`src/rtl/ptpc_pkg.sv`:
```
package ptpc_pkg;
  localparam int unsigned REG_AW = 4;
  localparam int unsigned WORD_W = 32;

  localparam logic [REG_AW-1:0] A_CTRL   = 4'd0;
  localparam logic [REG_AW-1:0] A_EVENT  = 4'd1;
  localparam logic [REG_AW-1:0] A_RATE   = 4'd2;
  localparam logic [REG_AW-1:0] A_TLO    = 4'd3;
  localparam logic [REG_AW-1:0] A_THI    = 4'd4;
  localparam logic [REG_AW-1:0] A_TGLO   = 4'd5;
  localparam logic [REG_AW-1:0] A_TGHI   = 4'd6;
  localparam int unsigned       A_SNAP0  = 7;

  localparam logic [WORD_W-1:0] RATE_NOMINAL = 32'hA000_0000;
  localparam int unsigned EV_TARGET_BIT = 1;
  localparam int unsigned EV_AUX_BASE   = 2;

  // Phase accumulator step: {carry, new accumulator}
  function automatic logic [WORD_W:0] phase_step(input logic [WORD_W-1:0] acc,
                                                 input logic [WORD_W-1:0] rate);
    return {1'b0, acc} + {1'b0, rate};
  endfunction
endpackage

```
`src/rtl/ptpc_rate.sv`:
```
module ptpc_rate #(
  parameter int unsigned HALF_W = 32,
  localparam int unsigned TW = 2 * HALF_W
) (
  input  logic          clk,
  input  logic          rst_n,
  input  logic          soft_rst,
  input  logic [31:0]   rate,
  input  logic          load,
  input  logic [TW-1:0] load_val,
  output logic [TW-1:0] time_o,
  output logic          tick_o
);
  import ptpc_pkg::*;

  logic [31:0] acc_q;
  logic [32:0] step;

  assign step   = phase_step(acc_q, rate);
  assign tick_o = step[32];

  always_ff @(posedge clk or negedge rst_n) begin
    if (!rst_n) begin
      acc_q  <= '0;
      time_o <= '0;
    end else if (soft_rst) begin
      acc_q  <= '0;
      time_o <= '0;
    end else begin
      acc_q <= step[31:0];
      if (load) time_o <= load_val;
      else      time_o <= time_o + TW'(tick_o);
    end
  end

  p_step_le_one_r2: assert property (@(posedge clk) disable iff (!rst_n)
    (!soft_rst && !load) |=> ((time_o - $past(time_o)) <= TW'(1)));
  p_soft_holds_zero_r6: assert property (@(posedge clk) disable iff (!rst_n)
    soft_rst |=> (time_o == '0));
  p_load_value_r5: assert property (@(posedge clk) disable iff (!rst_n)
    (load && !soft_rst) |=> (time_o == $past(load_val)));
endmodule

```
`src/rtl/ptpc_capture.sv`:
```
module ptpc_capture #(
  parameter int unsigned TW = 64,
  parameter int unsigned SYNC_STAGES = 2
) (
  input  logic          clk,
  input  logic          rst_n,
  input  logic          soft_rst,
  input  logic          strobe,
  input  logic [TW-1:0] time_i,
  input  logic          clr,
  output logic          flag_o,
  output logic [TW-1:0] snap_o
);
  logic [SYNC_STAGES:0] sh_q;
  logic rise;

  assign rise = sh_q[SYNC_STAGES-1] & ~sh_q[SYNC_STAGES];

  always_ff @(posedge clk or negedge rst_n) begin
    if (!rst_n) sh_q <= '0;
    else        sh_q <= {sh_q[SYNC_STAGES-1:0], strobe};
  end

  always_ff @(posedge clk or negedge rst_n) begin
    if (!rst_n) begin
      flag_o <= 1'b0;
      snap_o <= '0;
    end else if (soft_rst) begin
      flag_o <= 1'b0;
      snap_o <= '0;
    end else if (rise && !flag_o) begin
      flag_o <= 1'b1;
      snap_o <= time_i;
    end else if (clr) begin
      flag_o <= 1'b0;
    end
  end

  p_edge_sets_flag_r7: assert property (@(posedge clk) disable iff (!rst_n)
    (rise && !soft_rst && !flag_o) |=> (flag_o && snap_o == $past(time_i)));
  p_sticky_hold_r8: assert property (@(posedge clk) disable iff (!rst_n)
    (flag_o && !soft_rst) |=> $stable(snap_o));
endmodule

```
`src/rtl/ptpc_target.sv`:
```
module ptpc_target #(
  parameter int unsigned TW = 64
) (
  input  logic          clk,
  input  logic          rst_n,
  input  logic          soft_rst,
  input  logic [TW-1:0] time_i,
  input  logic [TW-1:0] target_i,
  input  logic          rearm,
  input  logic          clr,
  output logic          flag_o,
  output logic          fire_o
);
  logic armed_q;

  assign fire_o = armed_q && (time_i >= target_i);

  always_ff @(posedge clk or negedge rst_n) begin
    if (!rst_n) begin
      armed_q <= 1'b1;
      flag_o  <= 1'b0;
    end else if (soft_rst) begin
      armed_q <= 1'b1;
      flag_o  <= 1'b0;
    end else begin
      if (rearm || clr) armed_q <= 1'b1;
      else if (fire_o)  armed_q <= 1'b0;
      flag_o <= fire_o | (flag_o & ~clr);
    end
  end

  p_fires_once_r10: assert property (@(posedge clk) disable iff (!rst_n)
    (fire_o && !rearm && !clr && !soft_rst) |=> !fire_o);
  p_fire_sets_flag_r10: assert property (@(posedge clk) disable iff (!rst_n)
    (fire_o && !soft_rst) |=> flag_o);
endmodule

```
`src/rtl/ptp_time_core.sv`:
```
module ptp_time_core #(
  parameter int unsigned N_AUX = 2,
  parameter int unsigned SYNC_STAGES = 2,
  localparam int unsigned HALF_W = 32,
  localparam int unsigned TW = 2 * HALF_W
) (
  input  logic              clk,
  input  logic              rst_n,
  input  logic              reg_req,
  input  logic              reg_we,
  input  logic [3:0]        reg_addr,
  input  logic [31:0]       reg_wdata,
  output logic [31:0]       reg_rdata,
  input  logic [N_AUX-1:0]  aux_in
);
  import ptpc_pkg::*;

  logic wr, rd;
  logic ctrl_q;
  logic [31:0] rate_q, pend_lo_q, shadow_q;
  logic [TW-1:0] target_q, time_w;
  logic tick_w;
  logic ev_wr, tgt_wr, load_w;
  logic tgt_flag, tgt_fire;
  logic [N_AUX-1:0] aux_flag;
  logic [TW-1:0] snap_w [N_AUX];
  logic [31:0] ev_word, rd_mux;

  assign wr     = reg_req &  reg_we;
  assign rd     = reg_req & ~reg_we;
  assign ev_wr  = wr && (reg_addr == A_EVENT);
  assign tgt_wr = wr && ((reg_addr == A_TGLO) || (reg_addr == A_TGHI));
  assign load_w = wr && (reg_addr == A_THI);

  always_ff @(posedge clk or negedge rst_n) begin
    if (!rst_n) begin
      ctrl_q    <= 1'b0;
      rate_q    <= RATE_NOMINAL;
      pend_lo_q <= '0;
      target_q  <= '1;
    end else if (wr) begin
      case (reg_addr)
        A_CTRL: ctrl_q    <= reg_wdata[0];
        A_RATE: rate_q    <= reg_wdata;
        A_TLO:  pend_lo_q <= reg_wdata;
        A_TGLO: target_q[HALF_W-1:0]  <= reg_wdata;
        A_TGHI: target_q[TW-1:HALF_W] <= reg_wdata;
        default: ;
      endcase
    end
  end

  ptpc_rate #(.HALF_W(HALF_W)) u_rate (
    .clk(clk), .rst_n(rst_n), .soft_rst(ctrl_q), .rate(rate_q),
    .load(load_w), .load_val({reg_wdata, pend_lo_q}),
    .time_o(time_w), .tick_o(tick_w)
  );

  ptpc_target #(.TW(TW)) u_target (
    .clk(clk), .rst_n(rst_n), .soft_rst(ctrl_q), .time_i(time_w),
    .target_i(target_q), .rearm(tgt_wr),
    .clr(ev_wr && reg_wdata[EV_TARGET_BIT]),
    .flag_o(tgt_flag), .fire_o(tgt_fire)
  );

  for (genvar c = 0; c < N_AUX; c++) begin : g_aux
    ptpc_capture #(.TW(TW), .SYNC_STAGES(SYNC_STAGES)) u_cap (
      .clk(clk), .rst_n(rst_n), .soft_rst(ctrl_q), .strobe(aux_in[c]),
      .time_i(time_w), .clr(ev_wr && reg_wdata[EV_AUX_BASE + c]),
      .flag_o(aux_flag[c]), .snap_o(snap_w[c])
    );
  end

  always_comb begin
    ev_word = '0;
    ev_word[EV_TARGET_BIT] = tgt_flag;
    for (int c = 0; c < N_AUX; c++) ev_word[EV_AUX_BASE + c] = aux_flag[c];
  end

  always_comb begin
    rd_mux = '0;
    case (reg_addr)
      A_CTRL:  rd_mux = {31'b0, ctrl_q};
      A_EVENT: rd_mux = ev_word;
      A_RATE:  rd_mux = rate_q;
      A_TLO:   rd_mux = time_w[HALF_W-1:0];
      A_THI:   rd_mux = shadow_q;
      A_TGLO:  rd_mux = target_q[HALF_W-1:0];
      A_TGHI:  rd_mux = target_q[TW-1:HALF_W];
      default: ;
    endcase
    for (int c = 0; c < N_AUX; c++) begin
      if (reg_addr == 4'(A_SNAP0 + 2 * c))     rd_mux = snap_w[c][HALF_W-1:0];
      if (reg_addr == 4'(A_SNAP0 + 2 * c + 1)) rd_mux = snap_w[c][TW-1:HALF_W];
    end
  end

  always_ff @(posedge clk or negedge rst_n) begin
    if (!rst_n) begin
      reg_rdata <= '0;
      shadow_q  <= '0;
    end else if (rd) begin
      reg_rdata <= rd_mux;
      if (reg_addr == A_TLO) shadow_q <= time_w[TW-1:HALF_W];
    end
  end

  p_shadow_latch_r4: assert property (@(posedge clk) disable iff (!rst_n)
    (rd && reg_addr == A_TLO) |=> (shadow_q == $past(time_w[TW-1:HALF_W])));
  p_unused_ev_bits_r9: assert property (@(posedge clk) disable iff (!rst_n)
    (ev_word[0] == 1'b0) && (ev_word[31:EV_AUX_BASE + N_AUX] == '0));
  p_tick_advances_r2: assert property (@(posedge clk) disable iff (!rst_n)
    (tick_w && !ctrl_q && !load_w) |=> (time_w != $past(time_w)));
endmodule

```
`config.mk`:
```
export PLATFORM = sky130hd
export DESIGN_NAME = ptp_time_core
export DESIGN_NICKNAME = d
export VERILOG_FILES = /design/src/rtl/ptpc_pkg.sv /design/src/rtl/ptpc_rate.sv /design/src/rtl/ptpc_capture.sv /design/src/rtl/ptpc_target.sv /design/src/rtl/ptp_time_core.sv
export SDC_FILE = /design/constraint.sdc
export NUM_CORES = 1
export LEC_CHECK = 0
export CORE_ASPECT_RATIO = 0.7
export CORE_MARGIN = 4
export CORE_UTILIZATION = 45
export CTS_CLUSTER_SIZE = 25
export DETAILED_ROUTE_END_ITERATION = 8
export RECOVER_POWER = 25
export SLEW_MARGIN = 20
export SYNTH_ARGS = -nofsm -noshare
export SYNTH_HDL_FRONTEND = slang
export SYNTH_SLANG_ARGS = --single-unit
```
`constraint.sdc`:
```
create_clock -name clk -period 3.95 [get_ports clk]
set_input_delay 1.185 -clock clk [delete_from_list [all_inputs] [get_ports clk]]
set_output_delay 1.185 -clock clk [all_outputs]
set_load 0.1 [all_outputs]
```
# == Yosys cells after proc, flatten, opt, wreduce, memory -nomap -nowiden ==
# Cells that the tools add are included.
# word_totals
word_cells,87
reg_bits,427
out_inout_bits,32
# classes
eq_ne,10
bitwise_logic,10
n_reduce_logical,25
magnitude_cmp,1
mux,22
n_addsub,2
# op_table
op,count
$mux 64,6
$pmux 32 s7,1
$mux 32,5
$add 64x1->64,1
$ge 64x64->1,1
$add 32x32->33,1
$eq 4x3->1 const B,4
$eq 4x4->1 const B,3
$reduce_and 2->1,6
$mux 1,10
$logic_and 1x1->1,9
$reduce_bool 3->1,3
$eq 4x2->1 const B,2
$and 1x1->1,5
$eq 4x1->1 const B,1
$logic_not 4->1,1
$not 1->1,4
$reduce_bool 2->1,2
$logic_not 1->1,2
$logic_or 1x1->1,2
$or 1x1->1,1

# == Logic depth before layout (Yosys ltp) ==
# logic_depth
ltp_word,7
mapped_depth,20
depth_no_buf,19

# == By module ==
# From an unflattened synthesis, not the netlist that was laid out.
# hier_totals
cells_unflattened,2432
hier_area_um2,24666.2
# by_module_without_submodules
module,cells_each,instances,area_per_inst_um2
ptp_time_core,880,1,9948.3
ptpc_capture,284,2,3344.5
ptpc_rate,748,1,6348.6
ptpc_target,236,1,1680.4

# == Worst setup path after synthesis ==
# Ideal clock, no wire load.
# synth_timing
path_kind,register to register
from,reg rate_q[0]
to,reg u_rate.time_o[58]
path_slack_ns,-0.330
arrival_time_ns,4.145
t_required_ns,3.815
path_stages_with_launch,21
setup_time_ns,0.135
path_cell_list,dfrtp_1 ha_1 inv_1 fa_1 nand2b_1 a21oi_1 o21ai_0 a21oi_1 a21oi_1 o21a_1 o21ai_0 ha_1 ha_1 and4_1 nand2b_1 or4_1 or2_1 buf_6 nor3b_2 mux2i_1 nor3_2
# synth_between
elab_chain_cells,4
# synth_lines
item,line,text
from (decl),ptp_time_core.sv:20,"logic [31:0] rate_q, pend_lo_q, shadow_q;"
from (signal assigned),ptp_time_core.sv:44,A_RATE: rate_q <= reg_wdata;
$add 32x32->33,ptpc_pkg.sv:21,"return {1'b0, acc} + {1'b0, rate};"
$add 64x1->64,ptpc_rate.sv:32,else time_o <= time_o + TW'(tick_o);
$mux 64,ptpc_rate.sv:31,if (load) time_o <= load_val;
$mux 64,ptpc_rate.sv:26,end else if (soft_rst) begin
to (signal assigned),ptpc_rate.sv:31,
to (signal assigned),ptpc_rate.sv:32,
to (decl),ptpc_rate.sv:11,"output logic [TW-1:0] time_o,"
# No other way between the ends.
# A chain may end at the register's enable or synchronous reset.

# == Worst setup path after layout ==
# layout_timing
from,reg rate_q[0]
to,reg u_rate.time_o[60]
# The elaborated chain is that of the path after synthesis.

==> run summary <==
* **status** finished, violations left
* **violations in the final reports** max-capacitance violations, max-slew violations, negative setup slack
* **max capacitance violation total** 1
* **Req. time, crit path** 4.36 ns
* **fraction of the yosys area taken by sequential cells** 49.54%
* **setup violation total in the final timing report** 6
* **pre-CTS WS** -0.3479 ns
* **number of nets produced by synthesis** 2237
* **floorplan die area** 51940 um2
* **instance count of the mapped netlist** 2095
* **number of flops mapped to enable cells by yosys** 0
* **clock tree from TritonCTS** built
* **drt pass-1 iters** 6
* **Reg-to-Reg Start** rate_q[0]
* **Pins Over Slew Limit** 82
* **Storage cell area** 10770 um2
* **count of different cell masters after synthesis** 66
* **post-layout minimum cycle time** 4.071 ns
* **nature of the critical path startpoint** flip-flop
* **area of the mapped netlist** 21740 um2
* **ratio of cells with drive above 1 in the final layout** 22.42%
* **class of the tightest hold or removal check** flip-flop to flip-flop
* **headroom to the max-slew limit** -36.85%
* **Design Power** 14080 uW
* **maximum frequency from static timing analysis** 245.7 MHz
* **antenna cells** 0
* **unrepaired setup endpoints after global routing** true
* **initial antenna violation count** 1
* **YS warnings** 0
* **ratio of routed vias to standard cells** 6.153
* **total routing resource utilization after global routing** 26.15%
* **overall overflow remaining after global route** 0
* **worst setup path class** flip-flop to flip-flop
* **H-tree depth** 2
* **Placement Rows** 67
* **DRC** 0
* **Post-synth top flop** dfrtp_1
* **final net count** 2370
* **post-synthesis to final-layout area growth** 18.43%
* **power density over the cells** 547.1 nW/um2
* **DRT Wirelength** 68.36 mm
* **TritonCTS Buffers** 44
* **final clock skew** 0.01551 ns
* **first-pass GRT wire length** 106.4 mm
* **Initial Util** 45.49%
* **register bit total from synthesis** 427
* **antenna-violating nets left** 0
* **hold path startpoint** g_aux[1].u_cap.sh_q[0]
* **pin count of the biggest net entering global routing** 82
* **area of the core region** 47780 um2
* **number of global-route vias before repair** 17480
* **ratio of final minimum period to clock period** 103.1%
* **setup slack after layout** -0.1208 ns
* **number of buffers inserted by port buffering** 73
* **CTS root buffer** clkbuf_16
* **die extent in x** 270.7 um
* **Worst Max-Slew Pin Slew** 2.053 ns
* **gpl congestion** 0.9053
* **cells traversed along the worst timing path** ha_2 > inv_2 > fa_2 > nand2b_4 > a21oi_4 > o21ai_4 > a21oi_2 > a21oi_2 > o21a_1 > o21ai_2 > ha_2 > ha_4 > and4_4 > nand2b_1 > or4_4 > or2_4 > nor3b_4 > mux2i_1 > nor3_2
* **final hold viol count** 0
* **Post-DP HPWL** 47.48 mm
* **wire length per cell** 23.72 um
* **Arrival @ worst endpoint** 4.48 ns
* **Worst VDD drop** 0.0002910 V
* **cell with the biggest individual delay on the critical path** or4_4
* **largest fanout on the critical path** 5
* **type of element capturing the critical path** flip-flop
* **clock transition time at the flip-flop clock pins of the worst setup and hold paths** 0.07 ns
* **CP startpoint** rate_q[0]
* **CTS sink cnt** 427
* **detailed router's first-iteration violation count** 1826
* **share of flip-flops with an asynchronous set or reset after synthesis** 100.0%
* **multi-input combinational cell area** 10500 um2
* **io pins** 74
* **clock latency at the later pin of the worst-skew pair** 0.56 ns
* **Post-CTS Hold Fix Bufs** 0
* **Mapped Avg Cell Area** 10.38 um2
* **Leakage** 0.01166 uW
* **fill cell count** 4232
* **Die Y-Extent** 191.9 um
* **Slowest Stage Delay on Critical Path** 0.44 ns
* **Via Count** 17730
* **maximum clock insertion buffer count** 3
[final cells by class]
class	instances	share of cell area (%)
clock inverters	11	0.2139
repair buffers	224	7.577
flip-flops and latches	427	41.85
well taps	621	3.018
clock buffers	68	5.293
inverters	86	1.254
multi-input cells	1445	40.80
[cells by family (layout without fill, tap and decap cells)]
logic type	after synthesis	count (layout)	share of synthesized area [%]
AOI/OAI and AO/OA	610	610	20.18
buffers and inverters	223	389	3.914
DFF	427	427	49.54
muxes	106	106	5.463
xor gates and xnor gates	62	62	2.498
adders and majority gates	100	100	5.791
and+or+nand+nor	567	567	12.61
[critical path: cells and delay by family (launching register included)]
| family | cells | cell delay, ns |
|---|---|---|
| fa+ha+maj | 4 | 0.88 |
| flops | 1 | 0.35 |
| mux | 1 | 0.27 |
| compound gates | 6 | 0.92 |
| simple gates | 7 | 1.48 |
| buf+inv | 1 | 0.04 |
[repair_timing]
item	CTS	global route
buffers inserted	4	8
pin swaps	10	15
endpoints found under the setup margin	12	28
gates resized for setup	8	42
[layout by cell type, fill, tap and decap left out, types with 10 or more instances in the layout]
cell type        synthesis  routed
clkbuf_16                0      45
nor2b_1                 10      10
nand2b_1                14      10
and4_1                  12      11
buf_4                    0     159
nand4_1                 27      27
dfstp_2                 67      67
a41oi_1                 31      31
and3_1                  17      16
o21ai_0                144     140
nand3_1                 44      42
nor3_2                   3      11
clkinv_2                 0      11
dfrtp_1                360     359
mux2_2                 101     101
a21o_1                  19      19
xor2_1                  36      36
a22o_1                 130     130
clkbuf_8                 0      15
a221oi_1                39      39
a21oi_1                 48      45
clkdlybuf4s50_1          0      42
ha_1                    99      95
inv_1                   86      85
nor2_1                 162     155
xnor2_1                 26      25
nor3_1                  35      23
nand2_1                174     173
a22oi_1                 87      87
nor4_1                  23      15
a211oi_1                59      54
buf_12                   0      13
[path summary, 6_finish.rpt]
kind / depth (start not counted) / end / slack, ns
worst max-delay path: 19 / u_rate.time_o[60] / -0.12
worst min-delay path: 0 / g_aux[1].u_cap.sh_q[1] / 0.36
worst max register to register: 19 / u_rate.time_o[60] / -0.12
worst min register to register: 0 / g_aux[1].u_cap.sh_q[1] / 0.36
max in group asynchronous: 2 / rate_q[2] / 0.57
min in group asynchronous: 1 / reg_rdata[18] / 1.23
[metal layers]
| metal | up-vias | global-route usage (%) | part of all wire (%) |
|---|---|---|---|
| met4 | 2 | 4.842 | 1.6 |
| met5 | - | 0 | 0.019 |
| li1 | 8009 | - | - |
| met1 | 9020 | 41.21 | 49 |
| met3 | 87 | 4.096 | 7.4 |
| met2 | 614 | 38.30 | 42 |
[state kept, by name (all words and copies together), names as in the netlist]
| name | flops |
|---|---|
| u_target.armed_q | 1 |
| u_rate.acc_q | 32 |
| pend_lo_q | 32 |
| rate_q | 32 |
| u_rate.time_o | 64 |
| shadow_q | 32 |
| g_aux.u_cap.flag_o | 2 |
| reg_rdata | 32 |
| g_aux.u_cap.sh_q | 6 |
| u_target.flag_o | 1 |
| g_aux.u_cap.snap_o | 128 |
| target_q | 64 |
| ctrl_q | 1 |
[stage by stage]
| step | area [um2] | hold slack (ns) | setup TNS (ns) | utilization [%] | cells |
|---|---|---|---|---|---|
| final | 25740 | 0.3561 | -0.3438 | 53.88 | 2882 |
| after global routing | 25740 | 0.3640 | -2.126 | 53.88 | 2882 |
| after CTS | 25560 | 0.3605 | -0.1509 | 53.49 | 2874 |
| after detailed placement | 24080 | 0.3372 | -2.008 | 50.40 | 2791 |
| after global placement | 24080 | 0.3375 | -1.305 | 50.40 | 2791 |
| after floorplan | 21790 | 0.3312 | 0 | - | 2095 |
[synthesized netlist by cell type (36+ instances only)]
cell type / instances / area, um2
xor2_1: 36 / 315.3
o21ai_0: 144 / 720.7
clkbuf_1: 123 / 461.7
inv_1: 86 / 322.8
a22oi_1: 87 / 653.1
a21oi_1: 48 / 240.2
nand2_1: 174 / 653.1
ha_1: 99 / 1239
dfstp_2: 67 / 1760
a221oi_1: 39 / 341.6
nor2_1: 162 / 608.1
a22o_1: 130 / 1139
nand3_1: 44 / 220.2
a211oi_1: 59 / 442.9
mux2_2: 101 / 1137
dfrtp_1: 360 / 9009
[where the power goes]
| part | internal, uW | switching, uW |
|---|---|---|
| logic | 1660 | 2560 |
| clock network | 2370 | 1780 |
| registers | 5220 | 506 |
Power figures use the tool's default switching activity.
